File: src/rtl/xce_pkg.sv
package xce_pkg;
  localparam int XW = 32;

  typedef enum logic [2:0] {
    C_IDLE, C_FETCH, C_CHECK, C_SRC, C_DST, C_STAT, C_HALT
  } ctl_e;

  localparam logic [1:0] ST_IDLE = 2'd0;
  localparam logic [1:0] ST_BUSY = 2'd1;
  localparam logic [1:0] ST_HALT = 2'd2;

  localparam logic [2:0] MODE_XOR  = 3'd0;
  localparam logic [2:0] MODE_COPY = 3'd1;
  localparam logic [2:0] MODE_DESC = 3'd2;
  localparam logic [2:0] OP_COPY   = 3'd1;

  localparam logic [1:0] RA_CFG  = 2'd0;
  localparam logic [1:0] RA_NEXT = 2'd1;
  localparam logic [1:0] RA_ACT  = 2'd2;
  localparam logic [1:0] RA_CUR  = 2'd3;

  localparam logic [XW-1:0] STATUS_DONE = 32'h4000_0000;
  localparam int CMD_IRQ_BIT = 31;
  localparam int CMD_OP_LSB  = 24;

  // descriptor word offsets
  localparam int DW_CMD  = 1;
  localparam int DW_CNT  = 2;
  localparam int DW_DST  = 3;
  localparam int DW_NXT  = 4;
  localparam int DW_SRC0 = 5;
endpackage

File: src/rtl/xce_regs.sv
module xce_regs
  import xce_pkg::*;
(
  input  logic          clk_i,
  input  logic          rst_ni,
  input  logic          reg_we_i,
  input  logic [1:0]    reg_addr_i,
  input  logic [XW-1:0] reg_wdata_i,
  output logic [XW-1:0] reg_rdata_o,
  input  logic [1:0]    state_i,
  input  logic [XW-1:0] cur_i,
  output logic [2:0]    mode_o,
  output logic [XW-1:0] next_o,
  output logic          start_o
);
  logic [2:0]    mode_q;
  logic [XW-1:0] next_q;

  always_ff @(posedge clk_i or negedge rst_ni) begin
    if (!rst_ni) begin
      mode_q <= '0;
      next_q <= '0;
    end else if (reg_we_i) begin
      if (reg_addr_i == RA_CFG)  mode_q <= reg_wdata_i[2:0];
      if (reg_addr_i == RA_NEXT) next_q <= reg_wdata_i;
    end
  end

  assign start_o = reg_we_i && (reg_addr_i == RA_ACT) && reg_wdata_i[0];
  assign mode_o  = mode_q;
  assign next_o  = next_q;

  always_comb begin
    case (reg_addr_i)
      RA_CFG:  reg_rdata_o = {{(XW-3){1'b0}}, mode_q};
      RA_NEXT: reg_rdata_o = next_q;
      RA_ACT:  reg_rdata_o = {{(XW-6){1'b0}}, state_i, 4'b0000};
      default: reg_rdata_o = cur_i;
    endcase
  end
endmodule

File: src/rtl/xce_src_pick.sv
module xce_src_pick #(
  parameter int NSRC = 8,
  localparam int LW = (NSRC > 1) ? $clog2(NSRC) : 1
) (
  input  logic [NSRC-1:0] pending_i,
  output logic [LW-1:0]   idx_o,
  output logic            any_o
);
  logic [NSRC-1:0] first;

  // lowest pending source wins
  for (genvar i = 0; i < NSRC; i++) begin : g_first
    if (i == 0) begin : g_lo
      assign first[i] = pending_i[i];
    end else begin : g_hi
      assign first[i] = pending_i[i] & ~|pending_i[i-1:0];
    end
  end

  always_comb begin
    idx_o = '0;
    for (int i = 0; i < NSRC; i++)
      if (first[i]) idx_o = idx_o | LW'(i);
  end

  assign any_o = |pending_i;


  always_comb begin
    if (any_o) begin
      pick_hit_chk: assert (pending_i[idx_o] && ((pending_i & ((NSRC)'(1) << idx_o) - 1'b1) == '0));
    end
  end
endmodule

File: src/rtl/xce_ctrl.sv
module xce_ctrl
  import xce_pkg::*;
#(
  parameter int NSRC      = 8,
  parameter int CNT_W     = 24,
  parameter int MIN_BYTES = 16
) (
  input  logic          clk_i,
  input  logic          rst_ni,
  input  logic          start_i,
  input  logic [2:0]    mode_i,
  input  logic [XW-1:0] next_i,
  output logic          mem_req_o,
  output logic          mem_we_o,
  output logic [XW-1:0] mem_addr_o,
  output logic [XW-1:0] mem_wdata_o,
  input  logic          mem_ack_i,
  input  logic [XW-1:0] mem_rdata_i,
  output logic [1:0]    state_o,
  output logic [XW-1:0] cur_o,
  output logic          eod_o,
  output logic          eoc_o,
  output logic          stop_o
);
  localparam int DESC_WORDS = DW_SRC0 + NSRC;
  localparam int FW = $clog2(DESC_WORDS);
  localparam int LW = (NSRC > 1) ? $clog2(NSRC) : 1;
  localparam int CW = CNT_W;

  ctl_e            cs;
  logic [XW-1:0]   cur_q, dst_q, nxt_q;
  logic [XW-1:0]   src_q [NSRC];
  logic [FW-1:0]   fidx_q;
  logic [NSRC-1:0] cmd_en_q, en_q, pend_q;
  logic [2:0]      cmd_op_q;
  logic            cmd_irq_q;
  logic [CNT_W-1:0] cnt_q;
  logic [CW-1:0]   wk_q, nwords_q;
  logic [XW-1:0]   acc_q;
  logic            eod_q, eoc_q, stop_q;

  logic [LW-1:0]   pick_idx;
  logic            pick_any;
  logic            copy_op;
  logic [NSRC-1:0] en_c;
  logic [CW-1:0]   nw_c;
  logic [XW-1:0]   woff;

  xce_src_pick #(.NSRC(NSRC)) u_pick (
    .pending_i (pend_q),
    .idx_o     (pick_idx),
    .any_o     (pick_any)
  );

  assign copy_op = (mode_i == MODE_COPY) ||
                   ((mode_i == MODE_DESC) && (cmd_op_q == OP_COPY));
  assign en_c    = copy_op ? NSRC'(1) : cmd_en_q;
  assign nw_c    = CW'(({1'b0, cnt_q} + (CNT_W+1)'(3)) >> 2);
  assign woff    = XW'({wk_q, 2'b00});

  always_ff @(posedge clk_i or negedge rst_ni) begin
    if (!rst_ni) begin
      cs        <= C_IDLE;
      cur_q     <= '0;
      dst_q     <= '0;
      nxt_q     <= '0;
      for (int s = 0; s < NSRC; s++) src_q[s] <= '0;
      fidx_q    <= '0;
      cmd_en_q  <= '0;
      cmd_op_q  <= '0;
      cmd_irq_q <= 1'b0;
      cnt_q     <= '0;
      en_q      <= '0;
      pend_q    <= '0;
      wk_q      <= '0;
      nwords_q  <= '0;
      acc_q     <= '0;
      eod_q     <= 1'b0;
      eoc_q     <= 1'b0;
      stop_q    <= 1'b0;
    end else begin
      eod_q  <= 1'b0;
      eoc_q  <= 1'b0;
      stop_q <= 1'b0;
      case (cs)
        C_IDLE, C_HALT: begin
          if (start_i) begin
            cur_q  <= next_i;
            fidx_q <= FW'(DW_CMD);
            cs     <= C_FETCH;
          end
        end
        C_FETCH: begin
          if (mem_ack_i) begin
            if (fidx_q == FW'(DW_CMD)) begin
              cmd_en_q  <= mem_rdata_i[NSRC-1:0];
              cmd_op_q  <= mem_rdata_i[CMD_OP_LSB +: 3];
              cmd_irq_q <= mem_rdata_i[CMD_IRQ_BIT];
            end
            if (fidx_q == FW'(DW_CNT)) cnt_q <= mem_rdata_i[CNT_W-1:0];
            if (fidx_q == FW'(DW_DST)) dst_q <= mem_rdata_i;
            if (fidx_q == FW'(DW_NXT)) nxt_q <= mem_rdata_i;
            for (int s = 0; s < NSRC; s++)
              if (fidx_q == FW'(DW_SRC0 + s)) src_q[s] <= mem_rdata_i;
            if (fidx_q == FW'(DESC_WORDS - 1)) cs <= C_CHECK;
            else fidx_q <= fidx_q + 1'b1;
          end
        end
        C_CHECK: begin
          if (cnt_q < CNT_W'(MIN_BYTES)) begin
            stop_q <= 1'b1;
            cs     <= C_HALT;
          end else begin
            en_q     <= en_c;
            pend_q   <= en_c;
            wk_q     <= '0;
            nwords_q <= nw_c;
            acc_q    <= '0;
            cs       <= C_SRC;
          end
        end
        C_SRC: begin
          if (!pick_any) cs <= C_DST;
          else if (mem_ack_i) begin
            acc_q            <= acc_q ^ mem_rdata_i;
            pend_q[pick_idx] <= 1'b0;
          end
        end
        C_DST: begin
          if (mem_ack_i) begin
            if (wk_q == nwords_q - 1'b1) cs <= C_STAT;
            else begin
              wk_q   <= wk_q + 1'b1;
              acc_q  <= '0;
              pend_q <= en_q;
              cs     <= C_SRC;
            end
          end
        end
        C_STAT: begin
          if (mem_ack_i) begin
            eod_q <= cmd_irq_q;
            if (nxt_q == '0) begin
              eoc_q <= 1'b1;
              cs    <= C_IDLE;
            end else begin
              cur_q  <= nxt_q;
              fidx_q <= FW'(DW_CMD);
              cs     <= C_FETCH;
            end
          end
        end
        default: cs <= C_IDLE;
      endcase
    end
  end

  always_comb begin
    mem_req_o   = 1'b0;
    mem_we_o    = 1'b0;
    mem_addr_o  = '0;
    mem_wdata_o = '0;
    case (cs)
      C_FETCH: begin
        mem_req_o  = 1'b1;
        mem_addr_o = cur_q + XW'({fidx_q, 2'b00});
      end
      C_SRC: begin
        mem_req_o  = pick_any;
        mem_addr_o = src_q[pick_idx] + woff;
      end
      C_DST: begin
        mem_req_o   = 1'b1;
        mem_we_o    = 1'b1;
        mem_addr_o  = dst_q + woff;
        mem_wdata_o = acc_q;
      end
      C_STAT: begin
        mem_req_o   = 1'b1;
        mem_we_o    = 1'b1;
        mem_addr_o  = cur_q;
        mem_wdata_o = STATUS_DONE;
      end
      default: ;
    endcase
  end

  assign state_o = (cs == C_IDLE) ? ST_IDLE : (cs == C_HALT) ? ST_HALT : ST_BUSY;
  assign cur_o   = cur_q;
  assign eod_o   = eod_q;
  assign eoc_o   = eoc_q;
  assign stop_o  = stop_q;


  start_busy_chk: assert property (@(posedge clk_i) disable iff (!rst_ni)
    (state_o != ST_BUSY) && start_i |=> state_o == ST_BUSY);

  req_hold_chk: assert property (@(posedge clk_i) disable iff (!rst_ni)
    mem_req_o && !mem_ack_i |=> mem_req_o && $stable(mem_addr_o) && $stable(mem_we_o));

  eoc_idle_chk: assert property (@(posedge clk_i) disable iff (!rst_ni)
    eoc_o |-> state_o == ST_IDLE);

  stop_halt_chk: assert property (@(posedge clk_i) disable iff (!rst_ni)
    stop_o |-> state_o == ST_HALT && !mem_req_o);

  halt_quiet_chk: assert property (@(posedge clk_i) disable iff (!rst_ni)
    state_o != ST_BUSY |-> !mem_req_o);

  evt_excl_chk: assert property (@(posedge clk_i) disable iff (!rst_ni)
    $onehot0({eoc_o, stop_o}));
endmodule

File: src/rtl/xor_chain_engine.sv
module xor_chain_engine
  import xce_pkg::*;
#(
  parameter int NSRC      = 8,
  parameter int CNT_W     = 24,
  parameter int MIN_BYTES = 16
) (
  input  logic        clk_i,
  input  logic        rst_ni,
  input  logic        reg_we_i,
  input  logic [1:0]  reg_addr_i,
  input  logic [31:0] reg_wdata_i,
  output logic [31:0] reg_rdata_o,
  output logic        mem_req_o,
  output logic        mem_we_o,
  output logic [31:0] mem_addr_o,
  output logic [31:0] mem_wdata_o,
  input  logic        mem_ack_i,
  input  logic [31:0] mem_rdata_i,
  output logic        eod_o,
  output logic        eoc_o,
  output logic        stop_o
);
  logic [1:0]    state;
  logic [XW-1:0] cur, next_ptr;
  logic [2:0]    mode;
  logic          start;

  xce_regs u_regs (
    .clk_i       (clk_i),
    .rst_ni      (rst_ni),
    .reg_we_i    (reg_we_i),
    .reg_addr_i  (reg_addr_i),
    .reg_wdata_i (reg_wdata_i),
    .reg_rdata_o (reg_rdata_o),
    .state_i     (state),
    .cur_i       (cur),
    .mode_o      (mode),
    .next_o      (next_ptr),
    .start_o     (start)
  );

  xce_ctrl #(.NSRC(NSRC), .CNT_W(CNT_W), .MIN_BYTES(MIN_BYTES)) u_ctrl (
    .clk_i       (clk_i),
    .rst_ni      (rst_ni),
    .start_i     (start),
    .mode_i      (mode),
    .next_i      (next_ptr),
    .mem_req_o   (mem_req_o),
    .mem_we_o    (mem_we_o),
    .mem_addr_o  (mem_addr_o),
    .mem_wdata_o (mem_wdata_o),
    .mem_ack_i   (mem_ack_i),
    .mem_rdata_i (mem_rdata_i),
    .state_o     (state),
    .cur_o       (cur),
    .eod_o       (eod_o),
    .eoc_o       (eoc_o),
    .stop_o      (stop_o)
  );
endmodule

File: config.mk
export PLATFORM = sky130hd
export DESIGN_NAME = xor_chain_engine
export DESIGN_NICKNAME = d
export VERILOG_FILES = /design/src/rtl/xce_pkg.sv /design/src/rtl/xce_regs.sv /design/src/rtl/xce_src_pick.sv /design/src/rtl/xce_ctrl.sv /design/src/rtl/xor_chain_engine.sv
export SDC_FILE = /design/constraint.sdc
export NUM_CORES = 1
export LEC_CHECK = 0
export ABC_AREA = 1
export BUFFER_PORTS_ARGS = -buffer_cell sky130_fd_sc_hd__buf_2
export CORE_MARGIN = 1.5
export CORE_UTILIZATION = 30
export DETAILED_ROUTE_END_ITERATION = 10
export GPL_TIMING_DRIVEN = 1
export HOLD_SLACK_MARGIN = 0.15
export SLEW_MARGIN = 5
export SYNTH_ARGS = -nofsm -noshare
export SYNTH_HDL_FRONTEND = slang
export SYNTH_SLANG_ARGS = --single-unit
File: constraint.sdc
create_clock -name clk_i -period 4.4 [get_ports clk_i]
set_clock_uncertainty 0.2 [all_clocks]
set_input_delay 0.44 -clock clk_i [delete_from_list [all_inputs] [get_ports clk_i]]
set_output_delay 0.44 -clock clk_i [all_outputs]
set_load 0.005 [all_outputs]
==> flow_metrics.tcl, run 1 <==
set metrics [dict create \
    status "finished, violations left" \
    violations "setup timing" \
    cts_tree "done" \
    via_per_inst 5.09 \
    cts_buffers 66 \
    synth-compound-area-share 0.145 \
    cp.arrival_ns 4.11 \
    synth_fp_nets 3614 \
    worst_slack_ns -0.354 \
    clockPowerShare 0.232 \
    die_x_um 308 \
    syn_inst 3502 \
    synth_xor_area_frac 0.0314 \
    antenna_found_initial 6 \
    finalHoldViolations 0 \
    crit_required_ns 3.76 \
    finalSetupTns_ns -5.51 \
    start_util 0.304 \
    holdCritPathClass "primary input to async pin" \
    post-route-min-period_ns 4.75 \
    port_buffers 170 \
    dr.pass1.iters 8 \
    startpoint_type "flip-flop" \
    drc 0 \
    clkSlewWorstSetupHoldPaths_ns 0.06 \
    ys_ff_latch 528 \
    rows 111 \
    drv_slew 0 \
    whs_ns 0.179 \
    switching_share 0.419 \
    yosys.area_share.adder 0.0194 \
    area.growth.synth_to_final_pct 28.7 \
    dieArea_um2 94700 \
    avgSynthCellArea_um2 7.96 \
    p_leak_nw 16.6 \
    setup_violations 22 \
    combPwrFrac 0.471 \
    yosysMostFrequentCell "nand2_1" \
    cts_max_path_buffers 3 \
    vias 26100 \
    netSwitchingPower_mw 10.2 \
    worst_r2r_path_depth 14 \
    cts-root-buf "clkbuf_16" \
    grt_pass1_vias 25100 \
    worst_slew_pin_slew_ns 1.01 \
    synth.top_cell.area_share 0.474 \
    p_int_mw 14.1 \
    fin_crit_sh 1.08 \
    async_flop_share 1.00 \
    drtAntennaViolNets 0 \
    powerDensity_nw_per_um2 677 \
    htreeDepth 3 \
    yosys-top-cells-count "nand2_1, dfrtp_1, o21ai_0" \
    grt_max_degree 90 \
    worstSetupPathType "flip-flop to output pin" \
    cp_max_fo 10 \
    ios 171 \
    synth_area_um2 27900 \
    synth-main-ff-cell "dfrtp_1" \
    routabilityCongestion 0.944 \
    relSlewSlack 0.324 \
    post_synth_mux_area_share 0.0232 \
    dp_slack_ns -0.264 \
    clkLatencyLatePin_ns 0.63 \
    track_usage 0.222 \
    seqPwrFrac 0.297 \
    synth.area.top_cells "dfrtp_1, nand2_1, o21ai_0, nor2_1, inv_1" \
    synth_top_family_by_area "simple AND/OR/NAND/NOR gates" \
    rsz0062_at_grt "true" \
    synth.distinct_cells 56 \
    grt_pass1_wl_um 160000 \
    totalWireLength_um 106000 \
    cts_sinks 528 \
    core_um2 91800 \
    synth-edff-count 0 \
    overflow 0 \
    drtIter0Drc 2602 \
    wire_per_inst_um 20.6 \
    chipHeight_um 308 \
    yosys_warnings 0 \
    nets 3949 \
    drive_gt1_frac 0.209 \
    dpl.hpwl_um 72900 \
    maxCapViolations 0 \
    yosysSeqAreaShare 0.474 \
    synth-simple-area-share 0.241 \
    post-synth-top-area-cell "dfrtp_1" \
    ir_drop_mv 0.302 \
    timing.fmax_mhz 210 \
    end_kind "output pin" \
]
==> cell type report <==
cell class                 instances  area [um2]
antenna                            3        7.51
multi-input combinational       2508       14300
clock buffer                      88        1900
inverter                         269        1020
timing repair buffer             464        3540
fill                            9298       55900
tap                             1243        1560
sequential                       528       13200
clock inverter                    26         350
==> cell families after synthesis <==
group / Yosys count
AND/OR/NAND/NOR: 1581
AO/OA/AOI/OAI: 724
flip-flops: 528
buffers and inverters: 466
XOR/XNOR: 100
multiplexers: 61
adder cells (fa/ha/maj): 42
==> power by group through the flow <==
stage                     Combinational (mW)  Clock [mW]  Sequential [mW]
after floorplan                         5.34           0             6.82
after global placement                  9.39           0             7.17
after detailed placement                9.46           0             7.19
after CTS                               10.8        5.73             7.15
after global routing                    12.4        5.94             7.33
final                                   11.4        5.64             7.19
==> worst paths after layout <==
kind,startpoint,to,slack [ns]
max,u_ctrl.pend_q[1],mem_addr_o[31],-0.35
min,rst_ni,u_regs.next_o[27],0.18
max reg2reg,u_ctrl.cs[2],u_ctrl.acc_q[16],1.08
min reg2reg,u_ctrl.en_q[2],u_ctrl.en_q[2],0.28
max in group asynchronous,rst_ni,u_ctrl.acc_q[12],2.62
min in group clk_i,u_ctrl.en_q[2],u_ctrl.en_q[2],0.28
==> repair_timing <==
action | CTS | global route
buffers inserted | 24 | 3
gates resized for setup | 198 | 93
hold buffers | 69 | 0
cloned | 1 | 0
pin swaps | 72 | 32
hold endpoints to repair | 293 | 0
setup endpoints to repair | 28 | 27
==> layer usage <==
metal	routed length [um]	share of wire	global-route usage
met4	2800	0.026	0.0659
met1	47100	0.45	0.309
met3	7060	0.067	0.0332
met2	48800	0.46	0.355
met5	0	0	0
==> per-stage QoR <==
| stage | util | std cells | power [mW] | instance area [um2] |
|---|---|---|---|---|
| detailed placement | 0.340 | 4916 | 16.7 | 31200 |
| global placement | 0.340 | 4916 | 16.6 | 31200 |
| finish | 0.391 | 5129 | 24.3 | 35900 |
| global route | 0.390 | 5126 | 25.7 | 35800 |
| CTS | 0.385 | 5124 | 23.7 | 35300 |
| floorplan | - | 3502 | 12.2 | 27900 |
==> worst max-delay path, stage by stage, from the launching register on <==
cell	delay, ns
dfrtp_1	0.41
nor2_4	0.16
buf_4	0.18
nand3_2	0.12
buf_12	0.17
buf_6	0.14
buf_4	0.15
o22ai_1	0.18
o41ai_1	0.11
buf_4	0.19
ha_4	0.31
nand2_1	0.11
nor2_2	0.15
nand2_2	0.08
nor3_2	0.14
nand2_1	0.09
nand3_2	0.10
nand4_1	0.13
nand2_2	0.16
nand2_1	0.06
nand2_1	0.06
nand3_1	0.08
nand2_1	0.09
buf_2	0.11
==> layout by cell type (no fill, tap or decap), types with 22 or more instances in the layout <==
cell,n
inv_1,242
nor2_1,249
nand4_1,78
dlygate4sd3_1,69
nand3_1,134
buf_2,168
nand3_2,24
mux2i_1,32
nor3_1,22
buf_4,190
ha_4,26
o22ai_1,46
xnor2_1,56
clkbuf_16,67
o21ai_0,474
dfrtp_1,528
nand2_1,932
nand2_2,38
mux2_2,29
xor2_1,38
==> registers in the layout, summed over array words and instances (netlist names) <==
signal / flops
u_ctrl.cmd_op_q: 3
u_ctrl.cmd_irq_q: 1
u_ctrl.nwords_q: 23
u_regs.mode_o: 3
u_ctrl.cnt_q: 24
u_ctrl.wk_q: 24
u_ctrl.cur_o: 32
u_ctrl.pend_q: 8
u_ctrl.cs: 3
u_ctrl.fidx_q: 4
u_ctrl.dst_q: 32
u_ctrl.stop_o: 1
u_regs.next_o: 32
u_ctrl.en_q: 8
u_ctrl.nxt_q: 32
u_ctrl.src_q: 256
u_ctrl.eod_o: 1
u_ctrl.acc_q: 32
u_ctrl.eoc_o: 1
u_ctrl.cmd_en_q: 8
Note: power is estimated with default switching activity, not from simulation.
==> run 2: changes to the inputs <==
- ABC_AREA: 1 -> not set
==> flow_metrics.tcl, run 2 <==
set metrics [dict create \
    fillCellCount 8780 \
    highest_layer "met4" \
    synth_area_um2 27700 \
    final_cell_mix "dfrtp_1, mux2_2, nand2_1" \
    grt_max_degree 151 \
    setup_violations 28 \
    worst_r2r_path_depth 11 \
    reg2reg_slack_ns 0.42 \
    wl_met1_um 42800 \
    yosysMostFrequentCell "dfrtp_1" \
    startpoint_type "flip-flop" \
    synth-main-ff-cell "dfrtp_1" \
    slowest_delay_ns 0.48 \
    cts_sinks 528 \
    path_delay_family "compound AO/OA/AOI/OAI gates" \
    grt_pass1_wl_um 137000 \
    p_leak_nw 16.1 \
    total_power_mw 25.2 \
    wl_met3_um 5470 \
    post-synth-top-area-cell "dfrtp_1" \
    crit_required_ns 3.76 \
    regMostFlops "u_ctrl.src_q" \
    post-route-min-period_ns 5.35 \
    worst_slack_ns -0.954 \
    worst_slew_pin_slew_ns 0.965 \
    holdCritPathClass "primary input to async pin" \
    synth_fp_nets 2645 \
    worstSetupPathType "flip-flop to output pin" \
    rows 111 \
    synth.area.top_cells "dfrtp_1, mux2_2, mux2i_1, nand2_1, nor2_1" \
    path_cells "buf_6 > nor4_4 > buf_6 > nand4b_1 > buf_6 > buf_6 > nor2_2 > nor2_2 > o221ai_4 > o31ai_2 > buf_4 > ha_4 > fa_2 > nand3_2 > a211o_1 > a21oi_4 > o2111ai_4 > a41oi_2 > inv_1 > or4_1 > o221ai_2 > buf_2" \
    dp_cells 3884 \
    htreeDepth 2 \
    clkSlewWorstSetupHoldPaths_ns 0.06 \
    status "finished, violations left" \
    final_common_cell "dfrtp_1" \
    via_per_inst 5.40 \
    dr.pass1.iters 7 \
    rr_endpoint "u_ctrl.wk_q[19]" \
    async_flop_share 1.00 \
    drc 0 \
    yosysSeqAreaShare 0.477 \
    finalInstanceArea_um2 35100 \
    ys_ff_latch 528 \
    yosys_warnings 0 \
    timing.fmax_mhz 187 \
    place_area_um2 30900 \
    wire_per_inst_um 22.5 \
    wl_met2_um 41500 \
    cp_num_buf_inv 7 \
    avgSynthCellArea_um2 10.9 \
    core_um2 91500 \
    regToRegStartpoint "u_ctrl.nwords_q[0]" \
    antenna_found_initial 6 \
    die_x_um 307 \
    finalHoldViolations 0 \
    end_kind "output pin" \
    totalWireLength_um 91900 \
    violations "setup timing" \
    yosys-top-cells-count "dfrtp_1, mux2_2, nand2_1" \
    synth-edff-count 0 \
    relSlewSlack 0.356 \
    maxCapViolations 0 \
    ios 171 \
    grt_pass1_vias 21100 \
    clkLatencyLatePin_ns 0.67 \
    cts-root-buf "clkbuf_16" \
    routabilityCongestion 0.939 \
    ir_drop_mv 0.438 \
    nets 2952 \
    drtAntennaViolNets 0 \
    start_util 0.302 \
    cts_tree "done" \
    crit_path_frequent_cell "buf_6" \
    powerDensity_nw_per_um2 718 \
    syn_inst 2533 \
    drv_slew 0 \
    cts_max_path_buffers 3 \
    dpl.hpwl_um 64200 \
    overflow 0 \
    track_usage 0.191 \
    chipHeight_um 307 \
    cp_max_fo 6 \
    port_buffers 170 \
    crit_slowest_cell "or4_1" \
    register_area_um2 13200 \
    cts_buffers 59 \
    vias 22000 \
    fin_crit_sh 1.22 \
    synth.top_cell.area_share 0.477 \
    rsz0062_at_grt "true" \
    drive_gt1_frac 0.374 \
    dieArea_um2 94100 \
    synth.distinct_cells 84 \
    area.growth.synth_to_final_pct 26.8 \
    cp.arrival_ns 4.71 \
    multi_input_area_um2 14900 \
    drtIter0Drc 1813 \
    finalNonFillerCells 4076 \
    largest_reg_flops 256 \
]
run 2: cell count changes after synthesis, moves of 38 or more:
cell | previous run | this run
a21oi_1 | 42 | 90
and2_1 | 1 | 46
clkbuf_1 | 162 | 124
inv_1 | 250 | 24
mux2_2 | 29 | 415
mux2i_1 | 32 | 104
nand2_1 | 969 | 189
nand3_1 | 156 | 62
nand4_1 | 78 | 23
nor2_1 | 261 | 164
o21ai_0 | 495 | 68
run 2: worst register-to-register path, delay by kind of cell (launching register included):
family	cells	cell delay, ns
simple gates	3	1.64
compound gates	5	0.94
buf+inv	2	0.43
flops	1	0.42
fa+ha+maj	1	0.24
run 2: per-layer routing:
metal	track usage	vias to the layer above
li1	-	9905
met1	0.281	11400
met2	0.295	640
met3	0.0214	108
met4	0.0511	0
met5	0	-
run 2: what timing repair did:
action	in CTS	in global routing
hold buffers	49	0
gates cloned	0	4
resized for setup	126	110
pin swaps	52	56
endpoints found under the hold margin	649	0
endpoints found under the setup margin	29	29
setup buffers	15	18
run 2: worst max-delay path by stage:
stage | startpoint | end | slack [ns] | depth (start not counted)
after floorplan | u_ctrl.pend_q[4] | mem_addr_o[30] | -0.01 | 18
after global placement | u_ctrl.pend_q[2] | mem_addr_o[22] | -0.50 | 16
after detailed placement | u_ctrl.pend_q[2] | mem_addr_o[22] | -0.55 | 16
after CTS | u_ctrl.pend_q[4] | mem_addr_o[22] | -0.96 | 18
after global routing | u_ctrl.pend_q[0] | mem_addr_o[22] | -1.10 | 19
final | u_ctrl.pend_q[2] | mem_addr_o[30] | -0.95 | 22
run 2: logic make-up after synthesis:
family | after synthesis | synth area share
adders and majority gates | 42 | 0.0195
AOI/OAI and AO/OA | 472 | 0.115
xor gates and xnor gates | 97 | 0.0307
DFF | 528 | 0.477
buffers and inverters | 212 | 0.0320
and+or+nand+nor | 663 | 0.119
muxes | 519 | 0.206
run 2: area by class of cell:
| type | count | area share |
|---|---|---|
| Multi-Input combinational cell | 1793 | 0.425 |
| Sequential cell | 528 | 0.377 |
| Timing Repair Buffer | 433 | 0.0941 |
| Clock buffer | 88 | 0.0500 |
| Tap cell | 1186 | 0.0423 |
| Clock inverter | 21 | 0.00945 |
| Inverter | 25 | 0.00267 |
| Antenna cell | 2 | 0.000143 |
run 2: per-stage QoR:
stage	TNS, ns	setup slack (ns)	util	hold WS [ns]
after floorplan	-0.0105	-0.0105	-	-0.0556
after global placement	-6.23	-0.500	0.337	0.127
after detailed placement	-7.45	-0.547	0.337	0.126
after CTS	-19.04	-0.964	0.374	0.165
after global routing	-22.83	-1.10	0.383	0.172
final	-18.84	-0.954	0.383	0.186
run 2: where the power goes:
part,total (mW),internal [mW],switching (mW)
logic,12.6,5.71,6.84
clock network,5.28,3.12,2.16
registers,7.34,6.15,1.20
total,25.2,15.0,10.2
